File: config.mk
export PLATFORM = sky130hd
export DESIGN_NAME = sysctl_regs
export DESIGN_NICKNAME = d
export VERILOG_FILES = /design/src/rtl/sysctl_pkg.sv /design/src/rtl/sysctl_decode.sv /design/src/rtl/sysctl_rcause.sv /design/src/rtl/sysctl_mapctl.sv /design/src/rtl/sysctl_regs.sv
export SDC_FILE = /design/constraint.sdc
export NUM_CORES = 1
export LEC_CHECK = 0
export BUFFER_PORTS_ARGS = -buffer_cell sky130_fd_sc_hd__buf_2
export CAP_MARGIN = 10
export CORE_UTILIZATION = 35
export CTS_CLUSTER_DIAMETER = 40
export DETAILED_ROUTE_END_ITERATION = 12
export SETUP_SLACK_MARGIN = 0.4
export SLEW_MARGIN = 20
export SYNTH_ARGS = -nofsm -noshare
export SYNTH_HDL_FRONTEND = slang
export SYNTH_SLANG_ARGS = --single-unit
File: constraint.sdc
create_clock -name clk -period 2.2 [get_ports clk]
set_clock_uncertainty 0.05 [all_clocks]
set_input_delay 0.33 -clock clk [delete_from_list [all_inputs] [get_ports clk]]
set_output_delay 0.33 -clock clk [all_outputs]
set_load 0.1 [all_outputs]
File: src/rtl/sysctl_pkg.sv
package sysctl_pkg;
   localparam int unsigned DW = 8;
   typedef logic [DW-1:0] byte_t;

   typedef enum logic [3:0] {
      PORT_NONE,
      PORT_RCAUSE,
      PORT_MID_LO,
      PORT_MID_HI,
      PORT_SPROM,
      PORT_DMA,
      PORT_BANK,
      PORT_NMI_MASK,
      PORT_NMI_STAT,
      PORT_CGEN
   } port_e;
endpackage

File: src/rtl/sysctl_decode.sv
module sysctl_decode
   import sysctl_pkg::*;
#(
   parameter int unsigned AW          = 16,
   parameter logic [15:0] ADDR_RCAUSE = 16'h0020,
   parameter logic [15:0] ADDR_MID    = 16'h0030,
   parameter logic [15:0] ADDR_SPROM  = 16'h0032,
   parameter logic [15:0] ADDR_DMA    = 16'h0404,
   parameter logic [15:0] ADDR_BANK   = 16'h0480,
   parameter logic [15:0] ADDR_NMIMSK = 16'h05C0,
   parameter logic [15:0] ADDR_NMISTA = 16'h05C2,
   parameter logic [15:0] ADDR_CGEN   = 16'hFF99
) (
   input  logic [AW-1:0] addr,
   output port_e         port
);
   localparam logic [AW-1:0] A_RC  = AW'(ADDR_RCAUSE);
   localparam logic [AW-1:0] A_ML  = AW'(ADDR_MID);
   localparam logic [AW-1:0] A_MH  = AW'(ADDR_MID + 16'd1);
   localparam logic [AW-1:0] A_SP  = AW'(ADDR_SPROM);
   localparam logic [AW-1:0] A_DM  = AW'(ADDR_DMA);
   localparam logic [AW-1:0] A_BK  = AW'(ADDR_BANK);
   localparam logic [AW-1:0] A_NM  = AW'(ADDR_NMIMSK);
   localparam logic [AW-1:0] A_NS  = AW'(ADDR_NMISTA);
   localparam logic [AW-1:0] A_CG  = AW'(ADDR_CGEN);

   always_comb begin
      if      (addr == A_RC) port = PORT_RCAUSE;
      else if (addr == A_ML) port = PORT_MID_LO;
      else if (addr == A_MH) port = PORT_MID_HI;
      else if (addr == A_SP) port = PORT_SPROM;
      else if (addr == A_DM) port = PORT_DMA;
      else if (addr == A_BK) port = PORT_BANK;
      else if (addr == A_NM) port = PORT_NMI_MASK;
      else if (addr == A_NS) port = PORT_NMI_STAT;
      else if (addr == A_CG) port = PORT_CGEN;
      else                   port = PORT_NONE;
   end
endmodule

File: src/rtl/sysctl_rcause.sv
module sysctl_rcause
   import sysctl_pkg::*;
#(
   parameter bit HAS_POFF = 1'b1
) (
   input  logic  clk,
   input  logic  rst_n,
   input  logic  wr_hit,
   input  logic  rd_hit,
   input  byte_t wdata,
   input  logic  reset_note,
   output byte_t rdata,
   output logic  shutdown,
   output logic  nmi_protect
);
   logic occ_q;
   logic sw_q;
   logic shdn_q;
   logic prot_q;
   logic poff_q;

   always_ff @(posedge clk) begin
      if (!rst_n) begin
         occ_q  <= 1'b0;
         sw_q   <= 1'b0;
         shdn_q <= 1'b0;
         prot_q <= 1'b0;
      end else begin
         if (reset_note)  occ_q <= 1'b1;
         else if (rd_hit) occ_q <= 1'b0;

         if (wr_hit)      sw_q <= wdata[0];
         else if (rd_hit) sw_q <= 1'b0;

         if (wr_hit)      shdn_q <= wdata[6];
         else if (rd_hit) shdn_q <= 1'b0;

         if (reset_note)  prot_q <= 1'b0;
         else if (wr_hit) prot_q <= wdata[7];
      end
   end

   generate
      if (HAS_POFF) begin : g_poff
         always_ff @(posedge clk) begin
            if (!rst_n)                  poff_q <= 1'b0;
            else if (wr_hit && wdata[6]) poff_q <= 1'b1;
         end
      end else begin : g_no_poff
         assign poff_q = 1'b0;
      end
   endgenerate

   assign rdata       = {5'b0, poff_q, occ_q, sw_q};
   assign shutdown    = shdn_q;
   assign nmi_protect = prot_q;


   rcause_clear_chk: assert property (@(posedge clk) disable iff (!rst_n)
      (rd_hit && !wr_hit && !reset_note) |=> (!occ_q && !sw_q && !shutdown));


   note_occ_chk: assert property (@(posedge clk) disable iff (!rst_n)
      reset_note |=> (occ_q && !nmi_protect));


   prot_write_chk: assert property (@(posedge clk) disable iff (!rst_n)
      (wr_hit && !reset_note) |=> (nmi_protect == $past(wdata[7])));
endmodule

File: src/rtl/sysctl_mapctl.sv
module sysctl_mapctl
   import sysctl_pkg::*;
(
   input  logic  clk,
   input  logic  rst_n,
   input  logic  wr,
   input  port_e port,
   input  byte_t wdata,
   input  logic  reset_note,
   input  logic  ext_nmi,
   input  logic  sprom_din,
   output byte_t rdata,
   output logic  nmi_out,
   output logic  dma_to_vram,
   output logic  dict_sel,
   output logic  rom_sel,
   output logic  cg_enable,
   output logic  sprom_cs,
   output logic  sprom_clk,
   output logic  sprom_rst
);
   logic dma_q, dict_q, rom_q, cg_q, mask_q, lvl_q;
   logic cs_q, sclk_q, srst_q;

   always_ff @(posedge clk) begin
      if (!rst_n) begin
         dma_q  <= 1'b0;
         dict_q <= 1'b0;
         rom_q  <= 1'b1;
         cg_q   <= 1'b0;
         mask_q <= 1'b1;
         lvl_q  <= 1'b0;
         cs_q   <= 1'b0;
         sclk_q <= 1'b0;
         srst_q <= 1'b0;
      end else begin
         lvl_q <= ext_nmi;
         if (reset_note) begin
            dict_q <= 1'b0;
            rom_q  <= 1'b1;
            cg_q   <= 1'b0;
         end else if (wr) begin
            if (port == PORT_BANK) begin
               dict_q <= wdata[0];
               rom_q  <= ~wdata[1];
            end
            if (port == PORT_CGEN) cg_q <= wdata[0];
         end
         if (wr) begin
            case (port)
               PORT_DMA:      dma_q  <= ~wdata[7];
               PORT_NMI_MASK: mask_q <= ~wdata[3];
               PORT_SPROM: begin
                  cs_q   <= ~wdata[5];
                  sclk_q <= wdata[6];
                  srst_q <= wdata[7];
               end
               default: ;
            endcase
         end
      end
   end

   always_comb begin
      case (port)
         PORT_SPROM:    rdata = {srst_q, sclk_q, 5'b0, sprom_din};
         PORT_DMA:      rdata = dma_q ? 8'h00 : 8'h80;
         PORT_BANK:     rdata = {6'b0, ~rom_q, dict_q};
         PORT_NMI_MASK: rdata = mask_q ? 8'h00 : 8'h08;
         PORT_NMI_STAT: rdata = {4'b0, lvl_q, 3'b0};
         PORT_CGEN:     rdata = {7'b0, cg_q};
         default:       rdata = 8'hFF;
      endcase
   end

   assign nmi_out     = lvl_q & ~mask_q;
   assign dma_to_vram = dma_q;
   assign dict_sel    = dict_q;
   assign rom_sel     = rom_q;
   assign cg_enable   = cg_q;
   assign sprom_cs    = cs_q;
   assign sprom_clk   = sclk_q;
   assign sprom_rst   = srst_q;


   dma_polarity_chk: assert property (@(posedge clk) disable iff (!rst_n)
      (wr && port == PORT_DMA) |=> (dma_to_vram == !$past(wdata[7])));


   sprom_cs_chk: assert property (@(posedge clk) disable iff (!rst_n)
      (wr && port == PORT_SPROM) |=> (sprom_cs == !$past(wdata[5])));


   note_bank_chk: assert property (@(posedge clk) disable iff (!rst_n)
      reset_note |=> (rom_sel && !dict_sel && !cg_enable));


   nmi_gate_chk: assert property (@(posedge clk) disable iff (!rst_n)
      ($past(rst_n) && nmi_out) |-> ($past(ext_nmi) && !$past(mask_q) ? 1'b1 : !mask_q));
endmodule

File: src/rtl/sysctl_regs.sv
module sysctl_regs
   import sysctl_pkg::*;
#(
   parameter int unsigned AW          = 16,
   parameter logic [15:0] MACHINE_ID  = 16'h0B4D,
   parameter logic [2:0]  CPU_CODE    = 3'd2,
   parameter bit          HAS_POFF    = 1'b1,
   parameter logic [15:0] ADDR_RCAUSE = 16'h0020,
   parameter logic [15:0] ADDR_MID    = 16'h0030,
   parameter logic [15:0] ADDR_SPROM  = 16'h0032,
   parameter logic [15:0] ADDR_DMA    = 16'h0404,
   parameter logic [15:0] ADDR_BANK   = 16'h0480,
   parameter logic [15:0] ADDR_NMIMSK = 16'h05C0,
   parameter logic [15:0] ADDR_NMISTA = 16'h05C2,
   parameter logic [15:0] ADDR_CGEN   = 16'hFF99
) (
   input  logic          clk,
   input  logic          rst_n,
   input  logic [AW-1:0] io_addr,
   input  logic          io_rd,
   input  logic          io_wr,
   input  logic [7:0]    io_wdata,
   output logic [7:0]    io_rdata,
   input  logic          cpu_reset_note,
   input  logic          ext_nmi,
   input  logic          sprom_din,
   output logic          nmi_out,
   output logic          shutdown,
   output logic          nmi_protect,
   output logic          dma_to_vram,
   output logic          dict_sel,
   output logic          rom_sel,
   output logic          cg_enable,
   output logic          sprom_cs,
   output logic          sprom_clk,
   output logic          sprom_rst
);
   localparam byte_t MID_LO = {MACHINE_ID[7:3], CPU_CODE};
   localparam byte_t MID_HI = MACHINE_ID[15:8];

   generate
      if (AW < 16) begin : g_bad_aw
         $error("sysctl_regs: address width must be at least 16");
      end
      if (ADDR_RCAUSE == ADDR_DMA || ADDR_RCAUSE == ADDR_BANK ||
          ADDR_DMA == ADDR_BANK || ADDR_NMIMSK == ADDR_NMISTA ||
          ADDR_SPROM == ADDR_MID || ADDR_SPROM == ADDR_MID + 16'd1 ||
          ADDR_CGEN == ADDR_BANK) begin : g_bad_map
         $error("sysctl_regs: port addresses overlap");
      end
   endgenerate

   port_e port;
   byte_t rc_rdata;
   byte_t mc_rdata;
   logic  rc_wr, rc_rd;

   sysctl_decode #(
      .AW(AW), .ADDR_RCAUSE(ADDR_RCAUSE), .ADDR_MID(ADDR_MID),
      .ADDR_SPROM(ADDR_SPROM), .ADDR_DMA(ADDR_DMA), .ADDR_BANK(ADDR_BANK),
      .ADDR_NMIMSK(ADDR_NMIMSK), .ADDR_NMISTA(ADDR_NMISTA), .ADDR_CGEN(ADDR_CGEN)
   ) u_dec (
      .addr (io_addr),
      .port (port)
   );

   assign rc_wr = io_wr && (port == PORT_RCAUSE);
   assign rc_rd = io_rd && (port == PORT_RCAUSE);

   sysctl_rcause #(.HAS_POFF(HAS_POFF)) u_rc (
      .clk         (clk),
      .rst_n       (rst_n),
      .wr_hit      (rc_wr),
      .rd_hit      (rc_rd),
      .wdata       (io_wdata),
      .reset_note  (cpu_reset_note),
      .rdata       (rc_rdata),
      .shutdown    (shutdown),
      .nmi_protect (nmi_protect)
   );

   sysctl_mapctl u_mc (
      .clk         (clk),
      .rst_n       (rst_n),
      .wr          (io_wr),
      .port        (port),
      .wdata       (io_wdata),
      .reset_note  (cpu_reset_note),
      .ext_nmi     (ext_nmi),
      .sprom_din   (sprom_din),
      .rdata       (mc_rdata),
      .nmi_out     (nmi_out),
      .dma_to_vram (dma_to_vram),
      .dict_sel    (dict_sel),
      .rom_sel     (rom_sel),
      .cg_enable   (cg_enable),
      .sprom_cs    (sprom_cs),
      .sprom_clk   (sprom_clk),
      .sprom_rst   (sprom_rst)
   );

   always_comb begin
      case (port)
         PORT_RCAUSE: io_rdata = rc_rdata;
         PORT_MID_LO: io_rdata = MID_LO;
         PORT_MID_HI: io_rdata = MID_HI;
         default:     io_rdata = mc_rdata;
      endcase
   end
endmodule

==> results of run 1 <==
## power groups by stage
| stage | registers [W] | clock network [W] | logic [W] |
|---|---|---|---|
| finish | 0.000257 | 0.000200 | 0.000112 |
| global route | 0.000258 | 0.000213 | 0.000119 |
| CTS | 0.000257 | 0.000204 | 0.0000989 |
| detailed placement | 0.000262 | 0 | 0.0000916 |
| global placement | 0.000262 | 0 | 0.0000896 |
| floorplan | 0.000262 | 0 | 0.0000263 |
## cells in the mapped netlist (all sizes together), types with 2 or more instances
cell type  number  area share (%)
dfxtp          14              30
nor2            9             3.6
nand2           7             2.8
inv             5             2.0
nor3            5             2.6
nor4            5             6.5
a21boi          4             3.2
a21oi           4             2.1
mux2i           4             4.2
nand2b          4             2.6
o21a            4             3.2
o21ai           4             2.1
and3            3             2.0
nor2b           3             2.0
a22oi           2             1.6
and4            2             1.8
and4b           2             2.2
buf             2             1.3
nand3           2             2.4
nand4           2             1.3
or3             2             1.3
or4             2             2.0
## worst reg2reg max path: stages, from the launching register on
cell	delay (ps)
dfxtp_1	320
a21boi_2	150
o21ba_4	180
## routing by layer
metal / track usage, % / routed length, µm
met1: 30.22 / 1493
met2: 46.09 / 1835
met3: 7.910 / 136
met4: 8.547 / 41
met5: 0 / 0
## stage by stage
step           setup WS, ps  hold WS [ps]
2_1_floorplan        -567.8         363.3
3_3_place_gp         -338.4         402.6
3_5_place_dp         -309.7         412.0
4_1_cts              -249.1         167.6
5_1_grt              -357.2         175.0
6_report             -291.8         163.9
## cell type report
class	instances	area, µm²
sequential	14	280.3
tap	30	37.54
inverter	5	18.77
clock buffer	4	36.28
multi-input combinational	88	798.3
timing repair buffer	75	629.4
fill	202	721.9
## worst paths after layout
check             slack [ps]  cells after the start          endpoint              from
setup reg to reg        1410                      2  u_rc.nmi_protect  u_rc.nmi_protect
setup / recovery        -290                      8       io_rdata[0]       io_addr[10]
hold / removal           160                      2     u_mc.sprom_cs       io_wdata[5]
hold reg to reg          430                      2    u_mc.cg_enable    u_mc.cg_enable
## kinds of logic (layout without fill, tap and decap cells)
| family | after synthesis | after routing | share of synthesized area [%] |
|---|---|---|---|
| AOI/OAI and AO/OA | 25 | 25 | 18.76 |
| xor gates and xnor gates | 1 | 1 | 0.9249 |
| buffers and inverters | 8 | 84 | 3.698 |
| DFF | 14 | 14 | 29.59 |
| muxes | 4 | 4 | 4.227 |
| and+or+nand+nor | 58 | 58 | 42.80 |
## what timing repair did
action,4_1_cts,5_1_grt
setup buffers,1,0
resized for setup,38,24
pin swaps,4,17
setup endpoints to repair,8,15
hold buffers,0,0
==> out/metrics.yaml, run 1 <==
status:
  status: "complete, but fails checks"
  violations: "negative setup slack"
timing:
  max_freq_mhz: 401.3
  fin_setup_tns_ps: -1509
  period_share_pct: 113.3
  fin_crit_ps: 2492
  final_hold_viol_count: 0
  slew_headroom_pct: 67.78
  worst_slack_ps: -291.8
  drv_slew: 0
  rsz0062_at_grt: "true"
  worstMarginPinSlew_ps: 486.6
  setup_viol: 8
logic_synthesis:
  synth_edf_count: 0
  synthCells: 110
  async_reset_ff_share_pct: 0
  synth.distinct_cells: 46
  synthesis.nets: 141
  synth.yosys.seq_area_share_pct: 29.59
  ys_warn_count: 0
  synth-seq-cells: 14
  syn_avg_cell_area_um2: 8.611
  syn_area_um2: 947.2
  synth_ff_type: "dfxtp_1"
setup_path:
  crit_fanout: 4
  required_ps: 1820
  cpMaxStageDelayCell: "or4b_4"
  critical-path-top-delay-family: "simple AND/OR/NAND/NOR gates"
  crit_path_end_kind: "output pin"
  crit_chain: "buf_8 > or4b_4 > nor4b_4 > and2b_2 > buf_6 > a222oi_1 > a22oi_2 > buf_12"
  cp_slowest_stage_delay_ps: 550
  cp_data_arrival_time_ps: 2110
  start_kind: "primary input"
  path_class: "primary input to output pin"
  crit_buf_inv: 3
die:
  fp-row-count: 18
  dieArea_um2: 2918
  ios: 49
  initial_core_util_pct: 37.55
  fp.coreArea_um2: 2522
  die_h_um: 54.02
  die_w_um: 54.02
detailed_routing:
  drt-wirelength-per-cell_um: 16.24
  drt_iter0_markers: 21
  drc: 0
  antenna_left: 0
  drt_pass1_iterations: 4
  viasPerCell: 5.343
  wl_um: 3508
  vias: 1154
place:
  hpwl_um: 2349
  port_buffers: 46
  dp.cells: 211
  postPlaceCellArea_um2: 1519
  gp_congestion: 0.7893
pwr:
  p_per_area_nw_per_um2: 316.2
  ir_drop_mv: 0.2447
  seq_power_share_pct: 45.2
  total_power_w: 0.0005694
  power.internal_w: 0.0004127
  swShare_pct: 27.52
  p_clk_share_pct: 35.2
  combPwrFrac_pct: 19.7
  p_leak_nw: 0.7869
  power_switching_w: 0.0001567
cells_and_area:
  drive_gt1_share_pct: 60.22
  instances_no_fill: 216
  final_area_um2: 1800
  final_core_util_pct: 71.38
  final_cell_mix: "buf_2 (33), buf_4 (24), dfxtp_1 (14), nor2_1 (8), buf_12 (8)"
  n_antenna_cell: 0
  layout_commonest_cell: "buf_2"
  syn_to_final_growth_pct: 90.09
  final_nets: 218
global_route:
  grt.total_usage_pct: 26.32
  grt_antenna_before_repair: 0
  grt_max_degree: 11
  grt_pass1_wl_um: 5333
  first_global_vias: 1094
  gr-total-overflow: 0
clocking:
  clk-insertion-delay-late_ps: 300
  cts_tree: "built"
  cts.sinks: 14
  cts_root_buffer: "clkbuf_4"
  h-tree-depth: 1
  cts_buffers: 3
  clk_pin_slew_ps: 90
  cts.path.max_buffers: 2
run:
  drv_cap: 0
hold_path:
  hold_path.class: "primary input to flip-flop"
Note: power is estimated with default switching activity, not from simulation.
==> run 2, diff against run 1 <==
--- a/config.mk
+++ b/config.mk
@@ -7,9 +7,13 @@
 export LEC_CHECK = 0
 export BUFFER_PORTS_ARGS = -buffer_cell sky130_fd_sc_hd__buf_2
 export CAP_MARGIN = 10
-export CORE_UTILIZATION = 35
+export CELL_PAD_IN_SITES_DETAIL_PLACEMENT = 0
+export CELL_PAD_IN_SITES_GLOBAL_PLACEMENT = 1
+export CORE_UTILIZATION = 31
 export CTS_CLUSTER_DIAMETER = 40
 export DETAILED_ROUTE_END_ITERATION = 12
+export HOLD_SLACK_MARGIN = 0.08
+export PLACE_DENSITY_LB_ADDON = 0.1
 export SETUP_SLACK_MARGIN = 0.4
 export SLEW_MARGIN = 20
 export SYNTH_ARGS = -nofsm -noshare
==> out/metrics.yaml, run 2 (same netlist as run 1, synthesis figures left out) <==
status:
  status: "complete, but fails checks"
  violations: "design-rule violations, negative setup slack"
run:
  drv_cap: 0  # unchanged
setup_path:
  required_ps: 1820  # about the same
  reg2reg_from: "u_rc.occ_q"
  cp_data_arrival_time_ps: 2080  # -30 ps
  start_kind: "primary input"
  r2r_cells: 2  # unchanged
  crit_chain: "buf_6 > or4b_4 > nor4b_4 > and2b_2 > buf_6 > a222oi_1 > a22oi_2 > buf_12"
  path_class: "primary input to output pin"
  critical-path-top-delay-family: "simple AND/OR/NAND/NOR gates"
  rrSetupSlack_ps: 1410  # about the same
  regToRegEndpoint: "u_rc.occ_q"
  crit_path_end_kind: "output pin"
  cpMostUsedCell: "buf_6"
  crit_fanout: 4  # unchanged
  cpMaxStageDelayCell: "or4b_4"
  crit_buf_inv: 3  # unchanged
  cp_slowest_stage_delay_ps: 540  # about the same
timing:
  worstMarginPinSlew_ps: 485.7  # -0.8476 ps
  final_hold_viol_count: 0  # unchanged
  drv_slew: 0  # unchanged
  fin_crit_ps: 2457  # -34.39 ps
  slew_headroom_pct: 67.84  # about the same
  whs_ps: 192.5  # +28.63 ps
  worst_slack_ps: -257.4  # +34.39 ps
  period_share_pct: 111.7  # -1.6 points
  setup_viol: 8  # unchanged
  max_freq_mhz: 406.9  # +1.4%
  rsz0062_at_grt: "true"
die:
  dieArea_um2: 3280  # +12%
  ios: 49  # unchanged
  die_h_um: 57.28  # +6.0%
  die_w_um: 57.28  # +6.0%
  initial_core_util_pct: 33.48  # -4.1 points
  fp.coreArea_um2: 2829  # +12%
  fp-row-count: 19  # +1
clocking:
  cts.sinks: 14  # unchanged
  clk_pin_slew_ps: 90  # about the same
  cts-hold-fix-buffers: 0  # unchanged
  cts_root_buffer: "clkbuf_4"
  clk-insertion-delay-late_ps: 270  # -30 ps
  h-tree-depth: 1  # unchanged
  cts.path.max_buffers: 2  # unchanged
  cts_tree: "built"
  cts_buffers: 3  # unchanged
global_route:
  globalRouteMet3Util_pct: 4.082  # -3.8 points
  use_met1_pct: 25.48  # -4.7 points
  first_global_vias: 1204  # +10%
  top_usage_layer: "met2"
  grt_pass1_wl_um: 5354  # +0.39%
  grt_antenna_before_repair: 0  # unchanged
  grt_max_degree: 11  # unchanged
  gr-total-overflow: 0  # unchanged
  met2_usage_pct: 40.34  # -5.8 points
  grt.total_usage_pct: 21.25  # -5.1 points
detailed_routing:
  drt-wirelength-per-cell_um: 14.20  # -13%
  vias: 1171  # +1.5%
  antenna_left: 0  # unchanged
  drt_iter0_markers: 19  # -9.5%
  drt_pass1_iterations: 9  # +5
  drc: 2  # +2
  viasPerCell: 5.114  # -4.3%
  wl_um: 3252  # -7.3%
hold_path:
  min_path_cells: 2  # unchanged
  holdCritStartpoint: "io_wdata[5]"
  whs_endpoint: "u_mc.sprom_cs"
  hold_path.class: "primary input to flip-flop"
pwr:
  p_per_area_nw_per_um2: 292.8  # -7.4%
  total_power_w: 0.0005550  # -2.5%
  p_leak_nw: 0.8469  # +7.6%
  ir_drop_mv: 0.3692  # +51%
place:
  place_ws_ps: -346.3  # -36.63 ps
  hpwl_um: 2512  # +7.0%
  gp_congestion: 0.7881  # -0.15%
  port_buffers: 46  # unchanged
cells_and_area:
  final_cell_mix: "buf_2 (34), buf_4 (34), dfxtp_1 (14), buf_6 (9), buf_12 (9)"
  n_antenna_cell: 0  # unchanged
  drive_gt1_share_pct: 62.63  # +2.4 points
  final_nets: 230  # +5.5%
  n_fill_cell: 231  # +14%
  syn_to_final_growth_pct: 100.1
## run 2: cell count changes in the layout (fill, tap and decap cells not counted), moves of 2 or more
cell and delta:
buf_4 +10, a21boi_1 -2, buf_8 -2, buf_6 +2
## run 2: what timing repair did
action / in CTS / in global routing
pin swaps: 7 / 10
setup buffers: 7 / 1
endpoints found under the hold margin: 0 / 0
endpoints found under the setup margin: 12 / 18
resized for setup: 46 / 9
## run 2: cell type report
class                   instances  area, µm²  area share, %
flip-flops and latches         14      280.3          14.79
repair buffers                 87      721.9          38.09
clock buffers                   4      36.28          1.914
inverters                       5      18.77         0.9901
multi-input cells              88      799.5          42.18
well taps                      31      38.79          2.046
## run 2: per-stage QoR
| step | instances | utilization (%) | area (µm²) | TNS [ps] |
|---|---|---|---|---|
| finish | 229 | 67.01 | 1896 | -1290 |
| global route | 229 | 67.01 | 1896 | -1750 |
| CTS | 228 | 65.63 | 1857 | -1081 |
| detailed placement | 217 | 55.51 | 1570 | -2335 |
| global placement | 217 | 55.51 | 1570 | -2454 |
| floorplan | 110 | - | 1033 | -2585 |
## run 2: per-layer routing
metal  share of wire, %  up-vias  wire [µm]
met1                 44      557       1444
met3                2.5        2         81
li1                   -      591          -
met2                 53       21       1714
met4               0.37        0         12
met5                  0        -          0
## run 2: where the power goes
part           internal, W  total (W)  switching [W]
combinational    0.0000598   0.000113      0.0000535
clock             0.000101   0.000184      0.0000839
sequential        0.000255   0.000257     0.00000174
total             0.000416   0.000555       0.000139
## run 2: worst max-delay path by stage
| stage | from | to | depth (start not counted) | slack (ps) |
|---|---|---|---|---|
| 6_report | io_addr[10] | io_rdata[0] | 8 | -260 |
| 5_1_grt | io_addr[10] | io_rdata[0] | 8 | -320 |
| 4_1_cts | io_addr[10] | io_rdata[0] | 8 | -240 |
| 3_5_place_dp | io_addr[7] | io_rdata[3] | 8 | -350 |
| 3_3_place_gp | io_addr[6] | io_rdata[3] | 9 | -360 |
| 2_1_floorplan | io_addr[10] | io_rdata[0] | 5 | -570 |
==> run 3, diff against run 2 <==
--- a/config.mk
+++ b/config.mk
@@ -9,7 +9,8 @@
 export CAP_MARGIN = 10
 export CELL_PAD_IN_SITES_DETAIL_PLACEMENT = 0
 export CELL_PAD_IN_SITES_GLOBAL_PLACEMENT = 1
-export CORE_UTILIZATION = 31
+export CORE_ASPECT_RATIO = 1.5
+export CORE_UTILIZATION = 33
 export CTS_CLUSTER_DIAMETER = 40
 export DETAILED_ROUTE_END_ITERATION = 12
 export HOLD_SLACK_MARGIN = 0.08
==> constraint.sdc (replaced) <==
create_clock -name clk -period 2.95 [get_ports clk]
set_clock_uncertainty 0.05 [all_clocks]
set_input_delay 0.4425 -clock clk [delete_from_list [all_inputs] [get_ports clk]]
set_output_delay 0.4425 -clock clk [all_outputs]
set_load 0.1 [all_outputs]
==> out/metrics.yaml, run 3 (same netlist as run 1, synthesis figures left out) <==
cells_and_area:
  drive_gt1_share_pct: 50.30  # -12 points
  n_fill_cell: 281  # +22%
  syn_to_final_growth_pct: 70.54
  instances_no_fill: 206  # -10%
  final_cell_mix: "buf_2 (34), dfxtp_1 (14), buf_4 (10), nor2_1 (8)"
  layout_commonest_cell: "buf_2"
  n_antenna_cell: 0  # unchanged
  final_nets: 201  # -13%
timing:
  final_hold_viol_count: 0  # unchanged
  period_share_pct: 88.89
  rsz0062_at_grt: "true"
  worstMarginPinSlew_ps: 487.6  # +1.897 ps
  max_freq_mhz: 381.4
  worst_slack_ps: 327.8  # +585.3 ps
  drv_slew: 0  # unchanged
  slew_headroom_pct: 67.71  # -0.13 points
  whs_ps: 343.0  # +150.5 ps
  setup_viol: 0  # -8
  fin_crit_ps: 2622
setup_path:
  crit_fanout: 5  # +1
  crit_chain: "buf_6 > or4b_4 > nor4b_4 > and2b_2 > or3_4 > buf_12 > o221ai_4 > buf_12"
  rrSetupSlack_ps: 2170  # +760 ps
  critical-path-top-delay-family: "simple AND/OR/NAND/NOR gates"
  cpMaxStageDelayCell: "or4b_4"
  crit_path_end_kind: "output pin"
  cpMostUsedCell: "buf_12"
  cp_data_arrival_time_ps: 2130  # +50 ps
  start_kind: "primary input"
  regToRegEndpoint: "u_rc.nmi_protect"
  required_ps: 2460  # +640 ps
  cp_slowest_stage_delay_ps: 540  # about the same
  reg2reg_from: "u_rc.nmi_protect"
  r2r_cells: 2  # unchanged
  path_class: "primary input to output pin"
  crit_buf_inv: 3  # unchanged
hold_path:
  whs_endpoint: "u_mc.sprom_cs"
  min_path_cells: 2  # unchanged
  holdCritStartpoint: "io_wdata[5]"
  hold_path.class: "primary input to flip-flop"
die:
  dieArea_um2: 3093  # -5.7%
  initial_core_util_pct: 35.01  # +1.5 points
  die_h_um: 67.62  # +18%
  fp.coreArea_um2: 2705  # -4.4%
  fp-row-count: 23  # +4
  ios: 49  # unchanged
  die_w_um: 45.75  # -20%
detailed_routing:
  vias: 1089  # -7.0%
  drc: 0  # -2
  drt-wirelength-per-cell_um: 14.47  # +1.9%
  drt_iter0_markers: 16  # -3
  antenna_left: 0  # unchanged
  wl_um: 2981  # -8.3%
  viasPerCell: 5.286  # +3.4%
  drt_pass1_iterations: 4  # -5
pwr:
  p_leak_nw: 0.6909  # -18%
  p_per_area_nw_per_um2: 275.4  # -5.9%
  ir_drop_mv: 0.3048  # -17%
clocking:
  cts_buffers: 3  # unchanged
  h-tree-depth: 1  # unchanged
  cts.sinks: 14  # unchanged
  cts.path.max_buffers: 2  # unchanged
  cts_tree: "built"
  cts_root_buffer: "clkbuf_8"
  clk-insertion-delay-late_ps: 250  # -20 ps
  clk_pin_slew_ps: 60  # -30 ps
place:
  dp.cells: 199  # -8.3%
  port_buffers: 46  # unchanged
  hpwl_um: 2352  # -6.4%
  place_ws_ps: 120.5  # +466.8 ps
  gp_congestion: 0.8166  # +3.6%
status:
  status: "finished, final reports clean"
global_route:
  first_global_vias: 1105  # -8.2%
  grt.total_usage_pct: 21.75  # +0.50 points
  grt_antenna_before_repair: 0  # unchanged
  gr-total-overflow: 0  # unchanged
  grt_max_degree: 12  # +1
  grt_pass1_wl_um: 4774  # -11%
run:
  drv_cap: 0  # unchanged
-- run 3: changes by cell type in the layout (fill, tap and decap cells not counted), moves of 2 or more --
| cell | delta |
|---|---|
| and3_4 | -3 |
| clkbuf_8 | +3 |
| a21boi_2 | -3 |
| buf_6 | -3 |
| buf_4 | -24 |
| a21boi_0 | +3 |
| buf_12 | -2 |
| and3_1 | +3 |
| nor2b_1 | +2 |
| clkbuf_4 | -3 |
-- run 3: timing repair --
action                     in CTS  in global routing
gates resized for setup        25                 11
hold buffers                    0                  0
setup endpoints to repair       8                  8
pin swaps                       6                  3
buffers inserted                2                  1
-- run 3: stage by stage --
step           total power [W]  cell area, µm²  utilization, %  setup TNS (ps)
6_report             0.0004448            1615           59.71               0
2_1_floorplan        0.0002151            1031               -          -78.15
5_1_grt              0.0004639            1615           59.71               0
4_1_cts              0.0004514            1573           58.14               0
3_3_place_gp         0.0002514            1395           51.57               0
3_5_place_dp         0.0002524            1395           51.57               0
-- run 3: cell type report --
type                            instances  area (µm²)  share of cell area (%)
Timing Repair Buffer                   58       467.9                   28.97
Multi-Input combinational cell         88       747.0                   46.24
Clock buffer                            4       55.05                   3.408
Tap cell                               37       46.29                   2.866
Sequential cell                        14       280.3                   17.35
Inverter                                5       18.77                   1.162
-- run 3: power breakdown --
part	internal, W	switching, W	leakage, nW
Sequential	0.000191	0.000000728	0.113
Combinational	0.0000311	0.0000351	0.549
Clock	0.000118	0.0000686	0.0288
Total	0.000340	0.000104	0.691
-- run 3: worst max path at each step --
stage | slack, ps | startpoint | cells past startpoint | end
after floorplan | -40 | io_addr[10] | 5 | io_rdata[0]
after global placement | 120 | io_addr[7] | 8 | io_rdata[3]
after detailed placement | 120 | io_addr[7] | 8 | io_rdata[3]
after CTS | 320 | io_addr[2] | 8 | io_rdata[4]
after global routing | 280 | io_addr[10] | 8 | io_rdata[3]
final | 330 | io_addr[10] | 8 | io_rdata[3]
-- run 3: routing by layer --
layer,share of wire (%),global-route usage (%),vias up
li1,-,-,534
met1,39,21.63,519
met2,56,41.96,31
met3,3.5,2.139,5
met4,2.0,11.40,0
met5,0,0,-
